### config.mk
export PLATFORM = sky130hd
export DESIGN_NAME = pcg_periph_clk
export DESIGN_NICKNAME = d
export VERILOG_FILES = /design/src/rtl/pcg_pkg.sv /design/src/rtl/pcg_stage_decode.sv /design/src/rtl/pcg_src_pick.sv /design/src/rtl/pcg_periph_clk.sv
export SDC_FILE = /design/constraint.sdc
export NUM_CORES = 1
export LEC_CHECK = 0
export ABC_AREA = 1
export ABC_CLOCK_PERIOD_IN_PS = 3010
export BUFFER_PORTS_ARGS = -buffer_cell sky130_fd_sc_hd__buf_2
export CAP_MARGIN = 0
export CORE_MARGIN = 3
export CORE_UTILIZATION = 35
export DETAILED_ROUTE_END_ITERATION = 10
export GPL_ROUTABILITY_DRIVEN = 0
export PLACE_DENSITY = 0.6
export SLEW_MARGIN = 20
export SYNTH_ARGS = -nofsm -noshare
export SYNTH_HDL_FRONTEND = slang
export SYNTH_SLANG_ARGS = --single-unit
### constraint.sdc
create_clock -name clk -period 3.01 [get_ports clk]
set_clock_uncertainty 0.2 [all_clocks]
set_input_delay 0.301 -clock clk [delete_from_list [all_inputs] [get_ports clk]]
set_output_delay 0.301 -clock clk [all_outputs]
set_load 0.01 [all_outputs]
### src/rtl/pcg_pkg.sv
package pcg_pkg;
    localparam int FACT_W    = 3;
    localparam int RATIO_W   = 2 * FACT_W;
    localparam int FACT_MAX  = 6;
    localparam int RATIO_MAX = FACT_MAX * FACT_MAX;

    typedef enum logic [1:0] {
        STG_FULL    = 2'd0,  // 3-bit code, 1..6 legal
        STG_BIN_1_2 = 2'd1,  // 1-bit code, 0 -> /1, 1 -> /2
        STG_BIN_2_4 = 2'd2,  // 1-bit code, 0 -> /2, 1 -> /4
        STG_BYPASS  = 2'd3   // stage absent, factor 1
    } stage_mode_e;
endpackage

### src/rtl/pcg_stage_decode.sv
module pcg_stage_decode
    import pcg_pkg::*;
#(
    parameter stage_mode_e MODE = STG_FULL
) (
    input  logic [FACT_W-1:0] code,
    output logic [FACT_W-1:0] factor
);
    generate
        if (MODE == STG_FULL) begin : g_full
            assign factor = (code >= FACT_W'(1) && code <= FACT_W'(FACT_MAX)) ? code : '0;
        end else if (MODE == STG_BIN_1_2) begin : g_bin12
            assign factor = (code == FACT_W'(0)) ? FACT_W'(1) :
                            (code == FACT_W'(1)) ? FACT_W'(2) : '0;
        end else if (MODE == STG_BIN_2_4) begin : g_bin24
            assign factor = (code == FACT_W'(0)) ? FACT_W'(2) :
                            (code == FACT_W'(1)) ? FACT_W'(4) : '0;
        end else begin : g_bypass
            assign factor = FACT_W'(1);
        end
    endgenerate
endmodule

### src/rtl/pcg_src_pick.sv
module pcg_src_pick #(
    parameter int NUM_SRC = 4,
    parameter bit MUX_EN  = 1'b1,
    localparam int SEL_W  = $clog2(NUM_SRC)
) (
    input  logic [NUM_SRC-1:0] ticks,
    input  logic [SEL_W-1:0]   sel,
    output logic               tick
);
    generate
        if (MUX_EN) begin : g_mux
            assign tick = ticks[sel];
        end else begin : g_fixed
            assign tick = ticks[0];
        end
    endgenerate
endmodule

### src/rtl/pcg_periph_clk.sv
module pcg_periph_clk
    import pcg_pkg::*;
#(
    parameter int          NUM_SRC      = 4,
    parameter bit          MUX_EN       = 1'b1,
    parameter stage_mode_e STAGE_A_MODE = STG_FULL,
    parameter stage_mode_e STAGE_B_MODE = STG_FULL,
    localparam int SEL_W = $clog2(NUM_SRC),
    localparam int CFG_W = SEL_W + 2 * FACT_W + 1
) (
    input  logic               clk,
    input  logic               rst_n,
    input  logic [NUM_SRC-1:0] ref_tick,
    input  logic               cfg_we,
    input  logic [CFG_W-1:0]   cfg_wdata,
    output logic               clk_en_out,
    output logic [RATIO_W-1:0] ratio
);
    typedef struct packed {
        logic [SEL_W-1:0]   sel;
        logic [FACT_W-1:0]  code_a;
        logic [FACT_W-1:0]  code_b;
        logic               dis;
        logic [SEL_W-1:0]   act_sel;
        logic [RATIO_W-1:0] act_n;
        logic [RATIO_W-1:0] cnt;
        logic               pulse;
    } state_t;

    localparam state_t RESET_ST = '{
        sel:     '0,
        code_a:  FACT_W'(1),
        code_b:  FACT_W'(1),
        dis:     1'b1,
        act_sel: '0,
        act_n:   RATIO_W'(1),
        cnt:     '0,
        pulse:   1'b0
    };

    state_t st_d, st_q;

    logic [FACT_W-1:0]  fact_a, fact_b;
    logic [RATIO_W-1:0] pend_n;
    logic               src_tick;

    pcg_stage_decode #(.MODE(STAGE_A_MODE)) u_dec_a (
        .code   (st_q.code_a),
        .factor (fact_a)
    );

    pcg_stage_decode #(.MODE(STAGE_B_MODE)) u_dec_b (
        .code   (st_q.code_b),
        .factor (fact_b)
    );

    assign pend_n = RATIO_W'(fact_a) * RATIO_W'(fact_b);

    pcg_src_pick #(.NUM_SRC(NUM_SRC), .MUX_EN(MUX_EN)) u_pick (
        .ticks (ref_tick),
        .sel   (st_q.act_sel),
        .tick  (src_tick)
    );

    always_comb begin
        st_d       = st_q;
        st_d.pulse = 1'b0;

        if (cfg_we) begin
            st_d.sel    = cfg_wdata[SEL_W-1:0];
            st_d.code_a = cfg_wdata[SEL_W +: FACT_W];
            st_d.code_b = cfg_wdata[SEL_W + FACT_W +: FACT_W];
            st_d.dis    = cfg_wdata[CFG_W-1];
        end

        if (pend_n == '0) begin
            // illegal code: stop now
            st_d.act_n = '0;
            st_d.cnt   = '0;
        end else if (st_q.act_n == '0) begin
            // restart from a stopped state with a fresh count
            st_d.act_n   = pend_n;
            st_d.act_sel = st_q.sel;
            st_d.cnt     = '0;
        end else if (src_tick) begin
            if (st_q.cnt == st_q.act_n - RATIO_W'(1)) begin
                st_d.cnt     = '0;
                st_d.pulse   = ~st_q.dis;
                st_d.act_n   = pend_n;
                st_d.act_sel = st_q.sel;
            end else begin
                st_d.cnt = st_q.cnt + RATIO_W'(1);
            end
        end
    end

    always_ff @(posedge clk or negedge rst_n) begin
        if (!rst_n) st_q <= RESET_ST;
        else        st_q <= st_d;
    end

    assign clk_en_out = st_q.pulse;
    assign ratio      = st_q.act_n;

    logic               dis_q;
    logic [SEL_W-1:0]   act_sel_q;
    logic [RATIO_W-1:0] cnt_q;
    assign dis_q     = st_q.dis;
    assign act_sel_q = st_q.act_sel;
    assign cnt_q     = st_q.cnt;
endmodule

After elaboration in Yosys (flattened, before gate mapping)
Cells that the tools add are included.

word-level totals
  memories kept = 0
  memory bits (writable) = 0
  input bits = 16
  register bits = 24
  bits in latches = 0
  ROM bits = 0
  output and inout bits = 7

operators by class
  equal/unequal tests = 1
  shifts and indexed selects = 0
  reduce and logical (&&, ||, !) cells = 10
  divide/modulo/power cells = 0
  add/sub/neg operators = 2
  muxes and demuxes = 12
  multipliers = 1
  $lt $le $gt $ge = 5
  bitwise gates (word level) = 2

operators with widths
  cell                                                                          count
  15-bit two-way mux                                                            1
  14-bit two-way mux                                                            1
  6-bit zero test                                                               2
  12-bit two-way mux                                                            1
  8-bit two-way mux                                                             1
  6-bit by 1-bit adder with 6-bit output, second input constant                 1
  6-bit == test                                                                 1
  3-bit by 1-bit >= comparator with 1-bit output, second input constant         2
  3-bit <= comparator, second input constant                                    2
  3-bit by 3-bit multiplier with 6-bit output                                   1
  3-bit two-way mux                                                             2
  6-bit two-way mux                                                             1
  3-bit nonzero test                                                            2
  6-bit by 1-bit subtractor with 6-bit output, second input constant            1
  1-bit two-way mux                                                             4
  2-bit nonzero test                                                            2
  2-bit by 3-bit less-than comparator with 1-bit output, second input constant  1
  3-bit AND reduction                                                           1
  1-bit binary-select mux with 2-bit select                                     1
  1-bit logical AND                                                             2
  1-bit inverter                                                                2
  2-bit AND reduction                                                           1

Depth between registers and ports, before layout
Gate-level depths: netlist of run 1.

  depth in word-level cells = 8
  mapped depth = 18

Cells and area by module
Synthesis of run 1 repeated with hierarchy kept, for this count alone.

second synthesis, totals
  cell total of the unflattened synthesis = 237
  area total of the unflattened synthesis = 1714.1 um^2

modules (own cells, without submodules)
  module            cells an instance  area an instance (um^2)  instances  sequential area each (um^2)
  pcg_periph_clk    212                1610.3                   1          605.6
  pcg_stage_decode  6                  26.3                     2          0.0
  pcg_src_pick      13                 51.3                     1          0.0

Worst setup path after synthesis of run 1
No wires, ideal clock.

  kind = flip-flop to flip-flop
  from = register st_q[19] (netlist bit)
  to = register st_q, in the netlist ratio[1]
  stages on the path, launching flop included = 18
  library setup time = 66 ps
  required time = 2744 ps
  data arrival time = 2756 ps
  period minus slack after synthesis = 3022 ps
  setup slack = -12 ps
  cell sequence = dfstp_2 -> inv_2 -> a21oi_2 -> inv_1 -> nor2_1 -> fa_1 -> ha_1 -> fa_1 -> inv_1 -> nand3_1 -> nor2_2 -> nand3_2 -> nand2_2 -> inv_4 -> nand2_4 -> buf_12 -> nand3_1 -> nand2_1

between the ends
  word-level cells in the longest chain between the ends = 8
  elaborated cells between the ends (all ways) = 13

RTL lines
  item                                                                                          RTL line                source
  from (decl)                                                                                   pcg_periph_clk.sv:41    state_t st_d, st_q;
  from (signal assigned)                                                                        pcg_periph_clk.sv:99    else st_q <= st_d;
  3-bit by 1-bit >= comparator with 1-bit output / 3-bit <= comparator (equally long branches)  pcg_stage_decode.sv:11  assign factor = (code >= FACT_W'(1) && code <= FACT_W'(FACT_MAX)) ? code : '0;
  1-bit logical AND                                                                             pcg_stage_decode.sv:11
  3-bit two-way mux *                                                                           pcg_stage_decode.sv:11
  3-bit by 3-bit multiplier with 6-bit output *                                                 pcg_periph_clk.sv:57    assign pend_n = RATIO_W'(fact_a) * RATIO_W'(fact_b);
  8-bit two-way mux                                                                             pcg_periph_clk.sv:86    if (st_q.cnt == st_q.act_n - RATIO_W'(1)) begin
  15-bit two-way mux                                                                            pcg_periph_clk.sv:85    end else if (src_tick) begin
  14-bit two-way mux                                                                            pcg_periph_clk.sv:80    end else if (st_q.act_n == '0) begin
  12-bit two-way mux                                                                            pcg_periph_clk.sv:76    if (pend_n == '0) begin

Every way passes the cells marked *; elsewhere a longest branch is shown, timed or not. The select of a mux whose other input is x is not followed.
A chain may end at the register's enable or synchronous reset.

Worst setup path after layout of run 1
  from = register st_q[16] (netlist bit)
  to = register st_q, in the netlist ratio[2]

The elaborated chain is that of the path after synthesis.

==> impl_metrics.py, run 1 <==
metrics = {
    "sta": {
        "setup_ws_ps": -44.04,
        "period_share_pct": 101.5,
        "rsz0062_at_grt": "true",
        "fmax_ghz": 0.3274,
        "drv_slew": 0,
        "hold_viol": 0,
        "hold_ws_ps": 32.26,
        "max_slew_margin_pct": 64.22,
        "period_minus_slack_ps": 3054,
        "worstMarginPinSlew_ps": 536.7,
        "finalSetupViolations": 7,
    },
    "global_route": {
        "track_usage_pct": 12.04,
        "grt_overflow_total": 0,
        "grt_pass1_vias": 1366,
        "grt_max_degree": 25,
        "grt_first_pass_wirelength_um": 5858,
        "antenna_found_initial": 0,
    },
    "yosys": {
        "yosys.area.top_type": "dfrtp_1",
        "synth_cells": 228,
        "yosysTopAreaCellShare_pct": 28.55,
        "yosysSeqAreaShare_pct": 34.55,
        "syn_avg_cell_area_um2": 7.688,
        "yosys-top-cells-area": "dfrtp_1, nand2_1, inv_1",
        "yosys_warnings": 0,
        "syn_nets": 253,
        "ys_types": 33,
        "synth_area_um2": 1753,
        "synth-seq-cells": 24,
    },
    "pwr": {
        "p_sw_uw": 795.6,
        "powerDensity_nw_per_um2": 812.0,
        "p_leak_nw": 1.120,
        "p_sw_share_pct": 46.59,
        "intPower_uw": 912.2,
        "pwr-share-clk_pct": 16.5,
        "ir_worst_vdd_uv": 306.7,
        "seqPwrFrac_pct": 26.9,
        "pwr-share-comb_pct": 56.6,
        "finalPower_mw": 1.708,
    },
    "min_path": {
        "hp-class": "in -> reg",
        "hold-path-cell-count": 3,
    },
    "route": {
        "met1Wirelength_um": 1609,
        "drc": 0,
        "num_vias": 1435,
        "wl_per_cell_um": 10.04,
        "drt_wl_total_um": 3294,
        "wl_met2_um": 1575,
        "postRouteAntennaNets": 0,
        "routed.top_layer": "met4",
        "drt_iter0_markers": 33,
        "routed_via_density": 4.375,
        "firstDrtPassIters": 4,
        "wl_met3_um": 91,
    },
    "placement": {
        "dp_hpwl_um": 2596,
        "portBuffers": 22,
    },
    "outcome": {
        "violations": "negative setup slack",
        "status": "complete, but fails checks",
    },
    "clocking": {
        "cts_buffers": 3,
        "cts_tree": "built",
        "clock_sinks": 24,
        "worstSkewPairLatency_ps": 270,
        "cts-root-buf": "clkbuf_8",
        "cts_buffer_depth": 2,
        "cts.htree.levels": 1,
        "clkTransAtPathRegs_ps": 80,
    },
    "critical_path": {
        "critical_path_peak_fanout": 7,
        "cp.depth": 16,
        "path_delay_family": "adder cells",
        "setup.worst_path.start_class": "register",
        "path_class": "reg -> reg",
        "cp_data_arrival_time_ps": 3020,
        "end_kind": "register",
        "cp_num_buf_inv": 3,
        "ff2ff_setup_slack_ps": -40,
        "reg2reg_depth": 16,
        "worstPathRequired_ps": 2980,
        "max_stage_delay_ps": 550,
        "crit_chain": "a21oi_1 > inv_1 > nor2_2 > fa_1 > ha_2 > fa_2 > inv_2 > nand3_2 > nor2_2 > nand3_2 > nand2_2 > inv_4 > o21ai_4 > nand2_4 > nand2_1 > nand2_1",
        "cp_slowest_cell": "dfstp_2",
    },
    "layout": {
        "final_nets": 287,
        "mostFrequentLayoutCell": "nand2_1",
        "diodes": 0,
        "drive_above_1_share_pct": 34.48,
        "final_core_util_pct": 43.95,
        "layout_common_cells": "nand2_1, inv_1, buf_2, dfrtp_1, nand3_1",
        "area_delta_synth_final_pct": 19.99,
    },
    "floorplan": {
        "die_x_um": 76.77,
        "dieArea_um2": 5894,
        "pin_count": 23,
        "core_area_um2": 4786,
        "rows": 25,
        "start_util_pct": 36.63,
        "die_y_um": 76.77,
    },
    "run": {
        "max-cap-violations": 0,
    },
}
## state kept, by name, summed over array words and instances, names as in the netlist
name	cells
dis_q	1
st_q	8
cnt_q	6
act_sel_q	2
clk_en_out	1
ratio	6
## kinds of logic after synthesis
family | count (synthesis) | share of synthesized area, %
buf+inv | 49 | 12.85
compound gates | 24 | 10.21
simple gates | 115 | 31.19
xor+xnor | 4 | 1.999
flops | 24 | 34.55
fa+ha+maj | 9 | 7.280
mux | 3 | 1.927
## per-layer routing
metal | global-route usage, % | up-vias
li1 | - | 771
met1 | 15.15 | 643
met2 | 20.82 | 19
met3 | 2.465 | 2
met4 | 3.261 | 0
met5 | 0 | -
## tightest hold or removal path, delay by kind of cell
family / cells / cell delay, ps
buf+inv: 1 / 70
compound gates: 1 / 60
simple gates: 1 / 30
## power groups by stage
stage / Sequential (mW) / Combinational, mW / Clock (mW)
4_1_cts: 0.460 / 0.944 / 0.291
2_1_floorplan: 0.444 / 0.805 / 0
3_5_place_dp: 0.467 / 0.916 / 0
6_report: 0.459 / 0.967 / 0.282
3_3_place_gp: 0.464 / 0.905 / 0
5_1_grt: 0.471 / 1.11 / 0.305
## Yosys cell counts, drive strengths merged
cell type  instances
a21boi             1
xnor2              1
dfstp              4
nand2             77
nor2              12
clkbuf             1
fa                 2
xor2               3
o21ai              9
nor3               1
mux2               3
or2                2
o22ai              4
a21oi             10
inv               41
buf                7
nor3b              1
nand3             22
dfrtp             20
ha                 7
## repair_timing
item                                   4_1_cts  5_1_grt
resized for setup                            5        5
setup endpoints to repair                   15       15
setup buffers                                0        3
endpoints found under the hold margin       20        0
pin swaps                                    7        3
gates cloned                                 0        0
hold buffers                                 1        0
## worst paths after layout
kind | to | start
max in group asynchronous | ratio[0]$_DFFE_PN1P_ | rst_n
min | st_q[20]$_DFFE_PN0P_ | cfg_wdata[3]
min reg2reg | act_sel_q[1]$_DFFE_PN0P_ | st_q[23]$_DFFE_PN0P_
min in group asynchronous | st_q[22]$_DFFE_PN0P_ | rst_n
max | ratio[2]$_DFFE_PN0P_ | st_q[16]$_DFFE_PN1P_
max reg2reg | ratio[2]$_DFFE_PN0P_ | st_q[16]$_DFFE_PN1P_
## layout make-up
cell class,count,area [um^2]
Clock buffer,3,41.29
Clock inverter,1,30.03
Tap cell,67,83.83
Fill cell,504,2683
Inverter,41,158.9
Sequential cell,24,605.6
Timing Repair Buffer,37,225.2
Multi-Input combinational cell,155,958.4
## stage by stage
stage	cells	TNS, ps	worst slack (ps)	area (um^2)
6_report	328	-224.1	-44.04	2103
5_1_grt	328	-2759	-230.5	2103
4_1_cts	325	-478.4	-75.49	2063
3_5_place_dp	320	-1399	-157.1	1963
3_3_place_gp	320	-725.9	-104.5	1963
2_1_floorplan	228	0	5.295	1755
(Power assumes the default switching activity.)
==> run 2, diff against run 1 <==
--- a/config.mk
+++ b/config.mk
@@ -5,7 +5,6 @@
 export SDC_FILE = /design/constraint.sdc
 export NUM_CORES = 1
 export LEC_CHECK = 0
-export ABC_AREA = 1
 export ABC_CLOCK_PERIOD_IN_PS = 3010
 export BUFFER_PORTS_ARGS = -buffer_cell sky130_fd_sc_hd__buf_2
 export CAP_MARGIN = 0
==> run 2 against run 1 <==
Against the previous run:
- the run still ends with negative setup slack left
- sequential share of layout area fell by 2.4 points
- setup slack worse by 170 ps
- hold slack improved by 31 ps
- critical path depth shrank 5
- via count grew 8.7%
- fmax down 5.2%
- non-clock buffer count grew 6
- utilization grew 4.3 points
==> impl_metrics.py, run 2 <==
metrics = {
    "critical_path": {
        "reg2reg_depth": 11,
        "worstPathRequired_ps": 2960,
        "cp_data_arrival_time_ps": 3170,
        "reg2reg_from": "st_q[16]$_DFFE_PN1P_",
        "timing.rr.end": "act_sel_q[0]$_DFFE_PN0P_",
        "critical_path_peak_fanout": 4,
        "path_class": "reg -> reg",
        "end_kind": "register",
        "setup.worst_path.start_class": "register",
        "ff2ff_setup_slack_ps": -210,
    },
    "yosys": {
        "yosysSeqAreaShare_pct": 34.85,
        "synth_common_cells": "nand2_1, dfrtp_1, nand3_1, nor2_1, mux2_2",
        "synth-seq-cells": 24,
        "synth_edf_count": 0,
        "yosysTopAreaCellShare_pct": 28.80,
        "ys_types": 48,
        "synth_area_um2": 1738,
        "yosys.area.top_type": "dfrtp_1",
        "syn_avg_cell_area_um2": 9.394,
        "synthFlopType": "dfrtp_1",
        "yosys_warnings": 0,
        "synth_compound_area_share_pct": 18.93,
        "synth_top_family_by_area": "simple AND/OR/NAND/NOR gates",
        "synthXorXnorAreaFrac_pct": 4.032,
        "synthArstFlopShare_pct": 100.0,
        "synth_adder_area_share_pct": 7.343,
        "synthMuxAreaShare_pct": 8.207,
        "synth_cells": 185,
        "yosysMostFrequentCell": "nand2_1",
        "synthSimpleGateAreaFrac_pct": 21.02,
        "yosys-top-cells-area": "dfrtp_1, mux2_2, dfstp_2",
        "syn_nets": 210,
    },
    "layout": {
        "diodes": 0,
        "fin_cells": 288,
        "layout_common_cells": "buf_2, nand2_1, dfrtp_1, buf_4, mux2_2",
        "nFillCells": 457,
        "drive_above_1_share_pct": 45.70,
        "area_delta_synth_final_pct": 31.89,
        "final_nets": 247,
        "largest_register_ffs": 8,
        "regMostFlops": "st_q",
        "mostFrequentLayoutCell": "buf_2",
    },
    "sta": {
        "max_slew_margin_pct": 41.70,
        "drv_slew": 0,
        "hold_viol": 0,
        "period_minus_slack_ps": 3220,
        "period_share_pct": 107.0,
        "setup_tns_ps": -2054,
        "worstMarginPinSlew_ps": 850.2,
        "finalSetupViolations": 13,
        "setup_ws_ps": -210.0,
        "rsz0062_at_grt": "true",
        "hold_ws_ps": 62.81,
        "fmax_ghz": 0.3106,
    },
    "global_route": {
        "track_usage_pct": 15.03,
        "grt_first_pass_wirelength_um": 7169,
        "grt_pass1_vias": 1443,
        "use_met2_pct": 25.48,
        "grt_overflow_total": 0,
        "met1_usage_pct": 19.65,
        "grt_max_degree": 25,
        "use_met3_pct": 3.073,
        "grt_most_used_layer": "met2",
        "antenna_found_initial": 0,
    },
    "floorplan": {
        "core_area_um2": 4755,
        "rows": 25,
        "pin_count": 23,
        "die_y_um": 76.47,
        "die_x_um": 76.47,
        "dieArea_um2": 5847,
        "start_util_pct": 36.55,
    },
    "min_path": {
        "min-delay-start": "cfg_wdata[3]",
        "hold-path-cell-count": 2,
        "hold_end": "st_q[20]$_DFFE_PN0P_",
        "hp-class": "in -> reg",
    },
    "pwr": {
        "powerDensity_nw_per_um2": 837.4,
        "ir_worst_vdd_uv": 369.2,
        "pwr-share-comb_pct": 59.8,
        "seqPwrFrac_pct": 28.5,
        "p_sw_uw": 869.0,
        "p_sw_share_pct": 45.27,
        "intPower_mw": 1.051,
        "p_leak_nw": 1.010,
        "pwr-share-clk_pct": 11.7,
    },
    "route": {
        "num_vias": 1560,
        "wl_per_cell_um": 14.79,
        "firstDrtPassIters": 4,
        "postRouteAntennaNets": 0,
        "drt_wl_total_um": 4260,
        "drt_iter0_markers": 163,
        "drc": 0,
        "routed_via_density": 5.417,
    },
    "clocking": {
        "cts_tree": "built",
        "cts_buffers": 3,
        "worstSkewPairLatency_ps": 270,
        "clock_sinks": 24,
        "cts-root-buf": "clkbuf_8",
        "cts.htree.levels": 1,
        "clkTransAtPathRegs_ps": 80,
        "cts_buffer_depth": 2,
    },
    "placement": {
        "dpl.cell_count": 276,
        "portBuffers": 22,
        "dp_hpwl_um": 2830,
    },
    "outcome": {
        "violations": "negative setup slack",
        "status": "complete, but fails checks",
    },
    "run": {
        "max-cap-violations": 0,
    },
}
-- run 2: changes by cell type in the layout (fill, tap and decap cells not counted), sizes merged, moves of 4 or more --
cell    change
nand3      -11
inv        -35
nor3        +7
o21ai       -5
o211ai      +4
o221ai      +7
mux2        +7
nor4        +4
xnor2       +4
and2        +5
o22ai       -4
buf         +6
nand2      -51
-- run 2: final cells by class --
| type | instances | area [um^2] | share of cell area (%) |
|---|---|---|---|
| tap | 67 | 83.83 | 3.657 |
| timing repair buffer | 43 | 281.5 | 12.28 |
| inverter | 6 | 22.52 | 0.9825 |
| multi-input combinational | 144 | 1244 | 54.26 |
| clock buffer | 4 | 55.05 | 2.402 |
| sequential | 24 | 605.6 | 26.42 |
-- run 2: worst max-delay path by stage --
| stage | from | endpoint | slack (ps) | cells past startpoint |
|---|---|---|---|---|
| 2_1_floorplan | st_q[16]$_DFFE_PN1P_ | act_sel_q[0]$_DFFE_PN0P_ | -130 | 10 |
| 3_3_place_gp | st_q[19]$_DFFE_PN1P_ | ratio[5]$_DFFE_PN0P_ | -280 | 10 |
| 3_5_place_dp | st_q[16]$_DFFE_PN1P_ | ratio[1]$_DFFE_PN0P_ | -340 | 10 |
| 4_1_cts | st_q[16]$_DFFE_PN1P_ | act_sel_q[0]$_DFFE_PN0P_ | -140 | 11 |
| 5_1_grt | st_q[16]$_DFFE_PN1P_ | act_sel_q[0]$_DFFE_PN0P_ | -370 | 11 |
| 6_report | st_q[16]$_DFFE_PN1P_ | act_sel_q[0]$_DFFE_PN0P_ | -210 | 11 |
-- run 2: power by group through the flow --
| stage | Combinational (mW) | Clock (mW) | Sequential (mW) |
|---|---|---|---|
| 2_1_floorplan | 0.792 | 0 | 0.499 |
| 3_3_place_gp | 0.939 | 0 | 0.547 |
| 3_5_place_dp | 0.942 | 0 | 0.548 |
| 4_1_cts | 1.07 | 0.233 | 0.542 |
| 5_1_grt | 1.26 | 0.244 | 0.565 |
| 6_report | 1.15 | 0.225 | 0.547 |
-- run 2: logic make-up after synthesis --
| group | count (synthesis) |
|---|---|
| and+or+nand+nor | 74 |
| AOI/OAI and AO/OA | 39 |
| DFF | 24 |
| buffers and inverters | 18 |
| muxes | 13 |
| adders and majority gates | 9 |
| xor gates and xnor gates | 8 |
-- run 2: repair_timing --
| action | CTS | global route |
|---|---|---|
| endpoints found under the hold margin | 20 | 0 |
| gates cloned | 1 | 0 |
| gates resized for setup | 20 | 16 |
| setup buffers | 5 | 1 |
| pin swaps | 10 | 5 |
| setup endpoints to repair | 15 | 15 |
| hold buffers | 1 | 0 |
-- run 2: through the flow --
step | total power, mW | worst slack (ps) | util (%) | area, um^2
after CTS | 1.850 | -135.5 | 46.42 | 2207
after floorplan | 1.292 | -130.6 | - | 1782
after global placement | 1.485 | -282.9 | 42.05 | 1999
after detailed placement | 1.489 | -337.7 | 42.05 | 1999
final | 1.920 | -210.0 | 48.21 | 2292
after global routing | 2.074 | -365.0 | 48.21 | 2292
-- run 2: metal layers --
metal / vias to the layer above / part of all wire, % / wire (um)
li1: 752 / - / -
met1: 750 / 43 / 1845
met2: 54 / 50 / 2129
met3: 4 / 5.8 / 247
met4: 0 / 0.89 / 38
met5: - / 0 / 0
-- run 2: worst max-delay path: stages (launching register included) --
cell and delay (ps):
dfstp_2 570, a21bo_4 240, nor2_4 70, fa_1 410
ha_2 210, fa_2 580, nor3_4 50, o211a_4 150
buf_4 140, nand3_2 70, o221ai_2 70, a311o_1 340
